`src/rtl/ssb_pkg.sv`:
```
package ssb_pkg;

  typedef enum logic [1:0] {
    PH_IDLE  = 2'd0,
    PH_DRIVE = 2'd1,
    PH_READ  = 2'd2
  } bus_phase_e;

  // bit set for every slot index in [lo, hi]
  function automatic logic [31:0] slot_mask(int hi, int lo);
    logic [31:0] m;
    m = '0;
    for (int i = 0; i < 32; i++) begin
      if (i <= hi && i >= lo) m[i] = 1'b1;
    end
    return m;
  endfunction

endpackage

```
`src/rtl/ssb_frame_ctr.sv`:
```
module ssb_frame_ctr #(
  parameter int SLOT_W = 16,
  parameter int CNT_W  = 4
) (
  input  logic             clk_i,
  input  logic             rst_ni,
  input  logic             fs_i,
  output logic             synced_o,
  output logic [CNT_W-1:0] cnt_o,
  output logic             frame_end_o,
  output logic             boundary_o
);

  assign frame_end_o = synced_o && (cnt_o == '0);
  assign boundary_o  = fs_i || frame_end_o;

  always_ff @(posedge clk_i or negedge rst_ni) begin
    if (!rst_ni) begin
      synced_o <= 1'b0;
      cnt_o    <= '0;
    end else if (boundary_o) begin
      synced_o <= 1'b1;
      cnt_o    <= CNT_W'(SLOT_W - 1);
    end else if (synced_o) begin
      cnt_o    <= cnt_o - 1'b1;
    end
  end

endmodule

```
`src/rtl/ssb_rx.sv`:
```
module ssb_rx #(
  parameter int SLOT_W = 16,
  parameter int DAC_W  = 14
) (
  input  logic             clk_i,
  input  logic             rst_ni,
  input  logic             sd_i,
  input  logic             load_i,
  output logic [DAC_W-1:0] hold_o,
  output logic             hold_vld_o
);

  logic [SLOT_W-2:0] sr_q;

  always_ff @(posedge clk_i or negedge rst_ni) begin
    if (!rst_ni) begin
      sr_q       <= '0;
      hold_o     <= '0;
      hold_vld_o <= 1'b0;
    end else begin
      sr_q <= {sr_q[SLOT_W-3:0], sd_i};
      if (load_i) begin
        // sr_q holds bits 15..1 here; keep the top DAC_W of them
        hold_o     <= sr_q[SLOT_W-2 -: DAC_W];
        hold_vld_o <= 1'b1;
      end
    end
  end

endmodule

```
`src/rtl/ssb_tx.sv`:
```
module ssb_tx #(
  parameter int SLOT_W = 16
) (
  input  logic              clk_i,
  input  logic              rst_ni,
  input  logic              load_i,
  input  logic              shift_i,
  input  logic [SLOT_W-1:0] din_i,
  output logic              sd_o
);

  logic [SLOT_W-1:0] sr_q;

  always_ff @(posedge clk_i or negedge rst_ni) begin
    if (!rst_ni)      sr_q <= '0;
    else if (load_i)  sr_q <= din_i;
    else if (shift_i) sr_q <= {sr_q[SLOT_W-2:0], 1'b0};
  end

  assign sd_o = sr_q[SLOT_W-1];

endmodule

```
`src/rtl/ssb_pbus_seq.sv`:
```
module ssb_pbus_seq #(
  parameter int SLOT_W    = 16,
  parameter int DAC_W     = 14,
  parameter int CNT_W     = 4,
  parameter int DRV_FIRST = 15,
  parameter int DRV_LAST  = 13,
  parameter int WR_SLOT   = 14,
  parameter int RD_SLOT   = 10
) (
  input  logic              clk_i,
  input  logic              rst_ni,
  input  logic              synced_i,
  input  logic [CNT_W-1:0]  cnt_i,
  input  logic              wr_vld_i,
  input  logic [DAC_W-1:0]  hold_i,
  input  logic [SLOT_W-1:0] bus_d_i,
  output logic [SLOT_W-1:0] bus_d_o,
  output logic              bus_oe_o,
  output logic              dac_wr_o,
  output logic              adc_rd_o,
  output logic [SLOT_W-1:0] adc_cap_o
);
  import ssb_pkg::*;

  localparam logic [31:0] DRV_MASK = slot_mask(DRV_FIRST, DRV_LAST);

  bus_phase_e ph;

  always_comb begin
    ph = PH_IDLE;
    if (synced_i) begin
      if (wr_vld_i && DRV_MASK[cnt_i])        ph = PH_DRIVE;
      else if (cnt_i == CNT_W'(RD_SLOT))       ph = PH_READ;
    end
  end

  assign bus_oe_o = (ph == PH_DRIVE);
  assign dac_wr_o = bus_oe_o && (cnt_i == CNT_W'(WR_SLOT));
  assign adc_rd_o = (ph == PH_READ);
  assign bus_d_o  = bus_oe_o ? SLOT_W'(hold_i) : '0;

  always_ff @(posedge clk_i or negedge rst_ni) begin
    if (!rst_ni)       adc_cap_o <= '0;
    else if (adc_rd_o) adc_cap_o <= bus_d_i;
  end


  turnaround_gap_chk: assert property (@(posedge clk_i) disable iff (!rst_ni)
    adc_rd_o |-> (!bus_oe_o && !$past(bus_oe_o)));


  wr_setup_chk: assert property (@(posedge clk_i) disable iff (!rst_ni)
    dac_wr_o |-> $past(bus_oe_o));


  wr_hold_chk: assert property (@(posedge clk_i) disable iff (!rst_ni)
    dac_wr_o |=> bus_oe_o);


  rd_single_chk: assert property (@(posedge clk_i) disable iff (!rst_ni)
    adc_rd_o |=> !adc_rd_o);

endmodule

```
`src/rtl/ssp_pbus_bridge.sv`:
```
module ssp_pbus_bridge #(
  parameter int SLOT_W    = 16,
  parameter int DAC_W     = 14,
  parameter int DRV_FIRST = 15,
  parameter int DRV_LAST  = 13,
  parameter int WR_SLOT   = 14,
  parameter int RD_SLOT   = 10
) (
  input  logic              clk_i,
  input  logic              rst_ni,
  input  logic              fs_i,
  input  logic              sd_i,
  output logic              sd_o,
  input  logic [SLOT_W-1:0] bus_d_i,
  output logic [SLOT_W-1:0] bus_d_o,
  output logic              bus_oe_o,
  output logic              dac_wr_o,
  output logic              adc_rd_o
);

  localparam int CNT_W = $clog2(SLOT_W);

  logic             synced, frame_end, boundary, hold_vld;
  logic [CNT_W-1:0] cnt;
  logic [DAC_W-1:0] hold;
  logic [SLOT_W-1:0] adc_cap;

  ssb_frame_ctr #(.SLOT_W(SLOT_W), .CNT_W(CNT_W)) u_ctr (
    .clk_i, .rst_ni, .fs_i,
    .synced_o(synced), .cnt_o(cnt), .frame_end_o(frame_end), .boundary_o(boundary)
  );

  ssb_rx #(.SLOT_W(SLOT_W), .DAC_W(DAC_W)) u_rx (
    .clk_i, .rst_ni, .sd_i,
    .load_i(frame_end), .hold_o(hold), .hold_vld_o(hold_vld)
  );

  ssb_tx #(.SLOT_W(SLOT_W)) u_tx (
    .clk_i, .rst_ni,
    .load_i(boundary), .shift_i(synced), .din_i(adc_cap), .sd_o
  );

  ssb_pbus_seq #(
    .SLOT_W(SLOT_W), .DAC_W(DAC_W), .CNT_W(CNT_W),
    .DRV_FIRST(DRV_FIRST), .DRV_LAST(DRV_LAST),
    .WR_SLOT(WR_SLOT), .RD_SLOT(RD_SLOT)
  ) u_seq (
    .clk_i, .rst_ni,
    .synced_i(synced), .cnt_i(cnt), .wr_vld_i(hold_vld), .hold_i(hold),
    .bus_d_i, .bus_d_o, .bus_oe_o, .dac_wr_o, .adc_rd_o, .adc_cap_o(adc_cap)
  );


  quiet_before_sync_chk: assert property (@(posedge clk_i) disable iff (!rst_ni)
    !synced |-> (!sd_o && !bus_oe_o && !dac_wr_o && !adc_rd_o));


  tx_load_chk: assert property (@(posedge clk_i) disable iff (!rst_ni)
    frame_end |=> (sd_o == $past(adc_cap[SLOT_W-1])));


  hold_stable_chk: assert property (@(posedge clk_i) disable iff (!rst_ni)
    dac_wr_o |-> $stable(hold));


  slot_wrap_chk: assert property (@(posedge clk_i) disable iff (!rst_ni)
    frame_end |=> (synced && cnt == CNT_W'(SLOT_W - 1)));

endmodule

```
`config.mk`:
```
export PLATFORM = sky130hd
export DESIGN_NAME = ssp_pbus_bridge
export DESIGN_NICKNAME = d
export VERILOG_FILES = /design/src/rtl/ssb_pkg.sv /design/src/rtl/ssb_frame_ctr.sv /design/src/rtl/ssb_rx.sv /design/src/rtl/ssb_tx.sv /design/src/rtl/ssb_pbus_seq.sv /design/src/rtl/ssp_pbus_bridge.sv
export SDC_FILE = /design/constraint.sdc
export NUM_CORES = 1
export LEC_CHECK = 0
export ABC_AREA = 1
export BUFFER_PORTS_ARGS = -buffer_cell sky130_fd_sc_hd__buf_2
export CAP_MARGIN = 10
export CORE_ASPECT_RATIO = 0.7
export CORE_UTILIZATION = 51
export DETAILED_ROUTE_END_ITERATION = 16
export PLACE_DENSITY = 0.83
export SYNTH_ARGS = -nofsm -noshare
export SYNTH_HDL_FRONTEND = slang
export SYNTH_SLANG_ARGS = --single-unit
```
`constraint.sdc`:
```
create_clock -name clk_i -period 1.9 [get_ports clk_i]
set_clock_uncertainty 0.1 [all_clocks]
set_input_delay 0.38 -clock clk_i [delete_from_list [all_inputs] [get_ports clk_i]]
set_output_delay 0.38 -clock clk_i [all_outputs]
set_load 0.02 [all_outputs]
```
; ---- Word level (Yosys, flattened, before mapping)
; Memories as Yosys holds them, arrays and structs flattened.
; Index checks and enable logic that the tools add are counted.
[totals]
ff_bits = 67
latchBits = 0
ram_bits = 0
rom_bits = 16
inputBits = 20
mem_count = 1
[classes]
add_sub_neg = 1
n_mul = 0
div = 0
magnitude_cmp = 1
n_eq_ne = 4
n_shift = 0
n_mux = 9
bitwise = 0
reduce_logical = 6
[memory_table]
columns = memory, words, word_bits, read_ports, rd_ports_with_merged_regs, write_ports, line
row1 = (name not given), 16, 1, 1, 0, 0, ssb_pbus_seq.sv:32  ; if (wr_vld_i && DRV_MASK[cnt_i]) ph = PH_DRIVE;
[op_table]
columns = operator, count
row1 = $mux 16, 2
row2 = $mux 14, 1
row3 = $eq 4x4->1 const B, 2
row4 = $mux 4, 2
row5 = $lt 4x6->1 const B, 1
row6 = $mux 2, 3
row7 = $logic_not 4->1, 1
row8 = $sub 4x1->4 const B, 1
row9 = $logic_and 1x1->1, 3
row10 = $eq 2x1->1 const B, 1
row11 = $eq 2x2->1 const B, 1
row12 = $reduce_bool 2->1, 1
row13 = $logic_or 1x1->1, 1
row14 = $mux 1, 1

; ---- Depth between registers and ports, before layout
; Gate-level depths: netlist (run 1).
[logic_depth]
depth_word = 7
mapped_depth = 8

; ---- Hierarchy
; From an unflattened synthesis (run 1), not the netlist that was laid out.
[unflattened]
hier_cells = 315
area_unflattened_um2 = 2872.8
[modules_own_cells]
columns = module, n_inst, cells_per_inst, area_each_um2
row1 = ssb_rx, 1, 76, 937.1
row2 = ssb_pbus_seq, 1, 114, 869.6
row3 = ssb_tx, 1, 87, 759.5
row4 = ssb_frame_ctr, 1, 38, 306.5

; ---- Worst setup path before layout (run 1)
; Ideal clock, no wire load.
[synth_timing]
kind = register to output
from = register u_ctr.cnt_o[0]
to = output bus_d_o[10]
arrival_ns = 1.393
required_ns = 1.420
setup_slack_ns = 0.027
path_stages_with_launch = 7
path_buffers = 1
path_cell_list = dfrtp_1 > inv_1 > ha_1 > nor2_1 > nand4_2 > buf_2 > nor2_1
[synth_via]
elab_chain_cells = 7
elab_cells_between_ends = 9
classes_between = eq/ne: 2 / mux: 5 / reduce/logical: 1 / memory: 1
[synth_rtl]
columns = item, line
row1 = start: declaration, ssb_frame_ctr.sv:9  ; output logic [CNT_W-1:0] cnt_o,
row2 = start signal: assignment, ssb_frame_ctr.sv:23  ; cnt_o <= CNT_W'(SLOT_W - 1);
row3 = start signal: assignment, ssb_frame_ctr.sv:25  ; cnt_o <= cnt_o - 1'b1;
row4 = $mem_v2 16x1, -
row5 = $mux 1 (not written as such), ssb_pbus_seq.sv:32
row6 = $logic_and 1x1->1, ssb_pbus_seq.sv:32
row7 = $mux 2 (*), ssb_pbus_seq.sv:32
row8 = $mux 2 (*), ssb_pbus_seq.sv:31  ; if (synced_i) begin
row9 = $eq 2x1->1 (*), ssb_pbus_seq.sv:37  ; assign bus_oe_o = (ph == PH_DRIVE);
row10 = $mux 14 (*), ssb_pbus_seq.sv:40  ; assign bus_d_o = bus_oe_o ? SLOT_W'(hold_i) : '0;
row11 = end: declaration, ssp_pbus_bridge.sv:15  ; output logic [SLOT_W-1:0] bus_d_o,
; Mark *: on every way between the ends. The rest lies on a longest branch, timed or not. The select of a mux whose other input is x is not followed.

; ---- Worst setup path in the final report (run 1)
[layout_timing]
from = register u_ctr.cnt_o[1]
to = output bus_d_o[11]
; The elaborated chain is that of the path after synthesis.

==> impl_metrics.env, run 1 <==
export IMPL_core_area_um2=5260
export IMPL_synthArstFlopShare=1.00
export IMPL_synth_seq_cells=67
export IMPL_synth_top_area_frac=0.602
export IMPL_multi_input_area_um2=1020
export IMPL_rr_startpoint="u_ctr.cnt_o[1]"
export IMPL_hold_ws_ns=0.0370
export IMPL_die_x_um=90.3
export IMPL_drv_slew=0
export IMPL_syn_instance_count=288
export IMPL_via_per_inst=4.92
export IMPL_cts_tree="yes"
export IMPL_cts_sinks=67
export IMPL_crit_path_end_kind="primary output"
export IMPL_die_area_um2=5770
export IMPL_cp_required_ns=1.42
export IMPL_final_seq_area_um2=1680
export IMPL_status="finished, violations left"
export IMPL_synth_area_leaders="dfrtp_1 60%, nand2_1 13%, nand4_1 3.6%"
export IMPL_nNetsFinal=361
export IMPL_grt_ovfl_total=0
export IMPL_rsz0062_at_grt="yes"
export IMPL_synth_area_leader_cell="dfrtp_1"
export IMPL_path_class="reg -> out"
export IMPL_internal_power_mw=2.67
export IMPL_timing_final_ws_setup_ns=-0.193
export IMPL_clkSlewWorstSetupHoldPaths_ns=0.07
export IMPL_timing_fmax_mhz=478
export IMPL_p_sw_uw=946
export IMPL_synthMostInstantiatedCell="nand2_1"
export IMPL_vias=2043
export IMPL_rows=22
export IMPL_violations="negative setup slack"
export IMPL_cts_made_buffers=9
export IMPL_synth_common_cells="96 x nand2_1, 67 x dfrtp_1, 22 x inv_1, 19 x nand3_1"
export IMPL_htreeDepth=3
export IMPL_portBuffers=37
export IMPL_period_share=1.10
export IMPL_synth_avg_cell_area_um2=9.68
export IMPL_drv_cap=0
export IMPL_fin_crit_ns=2.09
export IMPL_antenna_found_initial=0
export IMPL_worstRegToRegCells=7
export IMPL_area_delta_synth_final_pct=26.9
export IMPL_yosys_warnings=0
export IMPL_wl_um=5540
export IMPL_ant_nets=0
export IMPL_final_cells=415
export IMPL_switching_share=0.261
export IMPL_endpoint="bus_d_o[11]"
export IMPL_drcViolationCount=0
export IMPL_setup_viol=16
export IMPL_hold_class="in -> reg"
export IMPL_diodes=0
export IMPL_post_dp_cell_area_um2=3030
export IMPL_power_leakage_nw=1.67
export IMPL_clk_insertion_delay_late_ns=0.34
export IMPL_p_clk_frac=0.346
export IMPL_clock_root_buffer="clkbuf_8"
export IMPL_crit_path_start_kind="register"
export IMPL_yosysSeqAreaShare=0.602
export IMPL_p_total_mw=3.62
export IMPL_grtUsageTotal=0.218
export IMPL_power_frac_seq=0.528
export IMPL_dpl_hpwl_um=3250
export IMPL_peakVddDrop_mv=0.602
export IMPL_holdCritStartpoint="sd_i"
export IMPL_critPathArrivalTime_ns=1.61
export IMPL_min_path_cells=1
export IMPL_syn_area_um2=2790
export IMPL_drive_above_1_share=0.327
export IMPL_crit_start="u_ctr.cnt_o[1]"
export IMPL_ys_types=26
export IMPL_drt_iter0_markers=141
export IMPL_hold_violations=0
export IMPL_grt_pass1_wl_um=9450
export IMPL_finalInstanceArea_um2=3530
export IMPL_die_y_um=63.8
export IMPL_first_global_vias=2028
export IMPL_dp_cells=393
export IMPL_grt_max_degree=56
export IMPL_wl_per_cell_um=13.4
export IMPL_r2r_setup_slack_ns=0.29
export IMPL_start_util=0.530
export IMPL_p_comb_frac=0.126
export IMPL_synth_edf_count=0
export IMPL_synthFlopType="dfrtp_1"
export IMPL_firstDrtPassIters=4
export IMPL_routabilityCongestion=0.850
export IMPL_cp_max_fo=8
export IMPL_p_per_area_nw_per_um2=1020
export IMPL_fillCellCount=393
export IMPL_io_pins=40
export IMPL_clockBufferDepth=2
export IMPL_rr_endpoint="u_rx.hold_o[12]"
## worst max-delay path, cell delays in order (launching register included)
cell,delay (ns)
dfrtp_1,0.38
inv_2,0.07
ha_4,0.17
nor2_4,0.09
nand4_4,0.12
clkbuf_16,0.22
nor2_2,0.10
buf_6,0.12
## final cells by class
class                           instances  share of cell area
Timing Repair Buffer                   52               0.123
Sequential cell                        67               0.474
Multi-Input combinational cell        182               0.290
Clock inverter                          5              0.0219
Clock buffer                           11              0.0372
Tap cell                               72              0.0255
Inverter                               26              0.0283
## how the worst min path moves through the flow
stage / slack (ns) / endpoint
finish: 0.04 / u_rx.sr_q[0]
global placement: 0.19 / u_rx.hold_o[9]
global route: 0.02 / u_rx.sr_q[0]
CTS: 0.03 / u_rx.sr_q[0]
detailed placement: 0.19 / u_rx.hold_o[9]
floorplan: -0.02 / u_ctr.cnt_o[0]
## placed cells by master, fill, tap and decap left out, drive strengths merged
cell         instances
nand3               21
conb                 2
clkinv               2
o21ai               15
inv                 26
buf                 50
nand4               17
bufinv               2
ha                   3
dlygate4sd3          1
o2111ai              1
nand2              103
or2                  1
clkinvlp             1
nor2                19
clkbuf              12
dfrtp               67
## sequential cells by signal, indices dropped and copies added (netlist names)
signal	flops
u_ctr.cnt_o	4
u_ctr.synced_o	1
u_rx.hold_o	14
u_rx.hold_vld_o	1
u_rx.sr_q	15
u_seq.adc_cap_o	16
u_tx.sr_q	16
## kinds of logic after synthesis
logic type,synth area share
and+or+nand+nor,0.264
buffers and inverters,0.0763
other,0.00135
AOI/OAI and AO/OA,0.0436
adders and majority gates,0.0135
DFF,0.602
## layer usage
layer,up-vias,GRT usage,share of wire
li1,1017,-,-
met1,967,0.282,0.45
met2,51,0.336,0.49
met3,8,0.0845,0.051
met4,0,0.0786,0.012
met5,-,0,0
## power groups by stage
stage / clock network [mW] / logic, mW / registers [mW]
floorplan: 0 / 0.304 / 1.89
global placement: 0 / 0.407 / 1.92
detailed placement: 0 / 0.433 / 1.92
CTS: 1.27 / 0.455 / 1.91
global route: 1.35 / 0.541 / 1.96
finish: 1.25 / 0.455 / 1.91
## per-stage QoR
stage	setup WS [ns]	util	setup TNS [ns]
finish	-0.193	0.672	-2.55
global route	-0.274	0.672	-3.78
CTS	-0.157	0.657	-2.34
detailed placement	0.0107	0.577	0
global placement	0.124	0.577	0
floorplan	0.0274	-	0
## timing repair
item,in CTS,in global routing
buffers inserted,3,2
gates cloned,1,0
endpoints found under the setup margin,17,17
hold endpoints to repair,12,0
gates resized for setup,48,20
pin swaps,2,1
hold buffers,1,0
No activity file was read; power rests on OpenSTA's default activity.
==> inputs of run 2 (changes only) <==
--- a/config.mk
+++ b/config.mk
@@ -5,7 +5,6 @@
 export SDC_FILE = /design/constraint.sdc
 export NUM_CORES = 1
 export LEC_CHECK = 0
-export ABC_AREA = 1
 export BUFFER_PORTS_ARGS = -buffer_cell sky130_fd_sc_hd__buf_2
 export CAP_MARGIN = 10
 export CORE_ASPECT_RATIO = 0.7
==> run 2 against run 1 <==
Compared with the run above:
- the flow still finishes with violations (negative setup slack)
- register-to-register slack worse by 0.21 ns
- via count shrank 16%
- sequential share of layout area unchanged
- worst setup slack worse by 0.037 ns
- synthesized cell count shrank 31%
- worst hold slack improved by 0.0016 ns
- global-route usage down 1.3 points
- cell count is 21% lower
- largest power group unchanged
==> impl_metrics.env, run 2 <==
export IMPL_critPathArrivalTime_ns=1.65
export IMPL_nNetsFinal=278
export IMPL_clockBufferDepth=2
export IMPL_power_leakage_nw=1.76
export IMPL_p_comb_frac=0.133
export IMPL_yosys_warnings=0
export IMPL_cp_max_fo=8
export IMPL_drv_slew=0
export IMPL_final_common_cell="dfrtp_1"
export IMPL_clock_root_buffer="clkbuf_8"
export IMPL_synth_area_leaders="dfrtp_1 61%, mux2_2 12%, mux2i_1 5.5%"
export IMPL_setup_tns_ns=-3.35
export IMPL_internal_power_mw=2.77
export IMPL_clk_insertion_delay_late_ns=0.34
export IMPL_final_cell_mix="67 x dfrtp_1, 30 x mux2_2, 21 x o21ai_0"
export IMPL_syn_instance_count=199
export IMPL_timing_final_ws_setup_ns=-0.230
export IMPL_first_global_vias=1617
export IMPL_synthArstFlopShare=1.00
export IMPL_diodes=0
export IMPL_ys_types=26
export IMPL_synthMostInstantiatedCell="dfrtp_1"
export IMPL_hold_class="in -> reg"
export IMPL_antenna_found_initial=0
export IMPL_timing_fmax_mhz=469
export IMPL_cp_required_ns=1.42
export IMPL_grt_pass1_wl_um=8120
export IMPL_cts_tree="yes"
export IMPL_cts_made_buffers=9
export IMPL_setup_viol=16
export IMPL_clkSlewWorstSetupHoldPaths_ns=0.07
export IMPL_power_frac_seq=0.507
export IMPL_portBuffers=37
export IMPL_firstDrtPassIters=4
export IMPL_drive_above_1_share=0.535
export IMPL_synth_seq_cells=67
export IMPL_die_area_um2=5660
export IMPL_peakVddDrop_mv=0.692
export IMPL_switching_share=0.239
export IMPL_synthFlopType="dfrtp_1"
export IMPL_rows=21
export IMPL_htreeDepth=3
export IMPL_area_delta_synth_final_pct=29.4
export IMPL_period_share=1.12
export IMPL_drv_cap=0
export IMPL_wl_um=5100
export IMPL_io_pins=40
export IMPL_grtUsageTotal=0.204
export IMPL_routabilityCongestion=0.702
export IMPL_syn_area_um2=2730
export IMPL_core_area_um2=4970
export IMPL_synth_avg_cell_area_um2=13.7
export IMPL_crit_path_end_kind="primary output"
export IMPL_violations="negative setup slack"
export IMPL_crit_path_start_kind="register"
export IMPL_via_per_inst=5.22
export IMPL_path_class="reg -> out"
export IMPL_top_regs="u_seq.adc_cap_o: 16 flops, u_tx.sr_q: 16 flops, u_rx.sr_q: 15 flops"
export IMPL_fin_util=0.712
export IMPL_ant_nets=0
export IMPL_die_y_um=63.2
export IMPL_grt_ovfl_total=0
export IMPL_status="finished, violations left"
export IMPL_rsz0062_at_grt="yes"
export IMPL_hold_violations=0
export IMPL_dpl_hpwl_um=2850
export IMPL_drcViolationCount=0
export IMPL_die_x_um=89.5
export IMPL_synth_common_cells="67 x dfrtp_1, 30 x mux2_2, 21 x o21ai_0, 15 x and2_1, 15 x mux2i_1"
export IMPL_yosysSeqAreaShare=0.614
export IMPL_wl_per_cell_um=15.5
export IMPL_hold_ws_ns=0.0387
export IMPL_grt_max_degree=68
export IMPL_vias=1718
export IMPL_synth_area_leader_cell="dfrtp_1"
export IMPL_p_total_mw=3.64
export IMPL_synth_top_area_frac=0.614
export IMPL_p_sw_uw=873
export IMPL_fin_crit_ns=2.13
export IMPL_cts_sinks=67
export IMPL_p_per_area_nw_per_um2=1030
export IMPL_start_util=0.550
export IMPL_drt_iter0_markers=52
export IMPL_p_clk_frac=0.359
export IMPL_synth_edf_count=0
-- run 2: cell count changes after synthesis, moves of 15 or more --
cell | previous run | this run
nand3_1 | 19 | 1
and2_1 | 0 | 15
mux2_2 | 0 | 30
nor2_1 | 16 | 1
inv_1 | 22 | 3
o21ai_0 | 5 | 21
nand4_1 | 16 | 0
mux2i_1 | 0 | 15
nand2_1 | 96 | 6
-- run 2: final cells by class --
cell class,count,area (um2)
timing repair buffer,58,488
clock buffer,11,151
sequential,67,1680
clock inverter,5,75.1
fill,303,1430
inverter,3,11.3
multi-input combinational,116,1050
tap,69,86.3
-- run 2: path summary, 6_finish.rpt --
path / start / to / slack (ns) / cells after the start
worst max-delay path: u_ctr.cnt_o[1] / bus_d_o[3] / -0.23 / 6
min in group asynchronous: rst_ni / u_rx.hold_o[1] / 0.50 / 3
worst min-delay path: sd_i / u_rx.sr_q[0] / 0.04 / 1
max in group asynchronous: rst_ni / u_rx.hold_vld_o / 0.93 / 3
worst min register to register: u_rx.sr_q[0] / u_rx.sr_q[1] / 0.26 / 0
worst max register to register: u_ctr.cnt_o[0] / u_tx.sr_q[15] / 0.08 / 7
-- run 2: power by group through the flow --
stage / registers (mW) / clock network, mW / logic (mW)
2_1_floorplan: 1.83 / 0 / 0.341
3_3_place_gp: 1.85 / 0 / 0.427
3_5_place_dp: 1.87 / 0 / 0.448
4_1_cts: 1.84 / 1.34 / 0.469
5_1_grt: 1.88 / 1.39 / 0.544
6_report: 1.85 / 1.31 / 0.486
-- run 2: stage by stage --
step / cells / area [um2] / worst slack, ns
2_1_floorplan: 200 / 2740 / 0.0226
3_3_place_gp: 300 / 3010 / 0.120
3_5_place_dp: 300 / 3010 / 0.0751
4_1_cts: 321 / 3430 / -0.212
5_1_grt: 329 / 3530 / -0.291
6_report: 329 / 3530 / -0.230
-- run 2: repair_timing --
action	4_1_cts	5_1_grt
setup buffers	3	8
gates cloned	1	0
setup endpoints to repair	17	17
pin swaps	12	5
hold buffers	1	0
endpoints found under the hold margin	67	0
resized for setup	52	11
-- run 2: critical path, stage by stage (launching register included) --
cell	delay, ns
dfrtp_1	0.40
inv_2	0.07
ha_4	0.17
nor3b_4	0.23
buf_6	0.17
and2_4	0.15
buf_6	0.11
-- run 2: cells by family (layout without fill, tap and decap cells) --
logic type | Yosys count | in the layout | synth area share
DFF | 67 | 67 | 0.614
muxes | 45 | 45 | 0.179
AOI/OAI and AO/OA | 32 | 32 | 0.0733
and+or+nand+nor | 31 | 31 | 0.0747
buffers and inverters | 17 | 77 | 0.0348
adders and majority gates | 3 | 3 | 0.0137
xor gates and xnor gates | 3 | 3 | 0.00962
other | 1 | 2 | 0.00137
-- run 2: layer usage --
layer | GRT usage | part of all wire | vias up
met3 | 0.0590 | 0.046 | 14
met2 | 0.298 | 0.49 | 57
met4 | 0.115 | 0.026 | 0
met5 | 0 | 0 | -
met1 | 0.274 | 0.44 | 852
li1 | - | - | 795
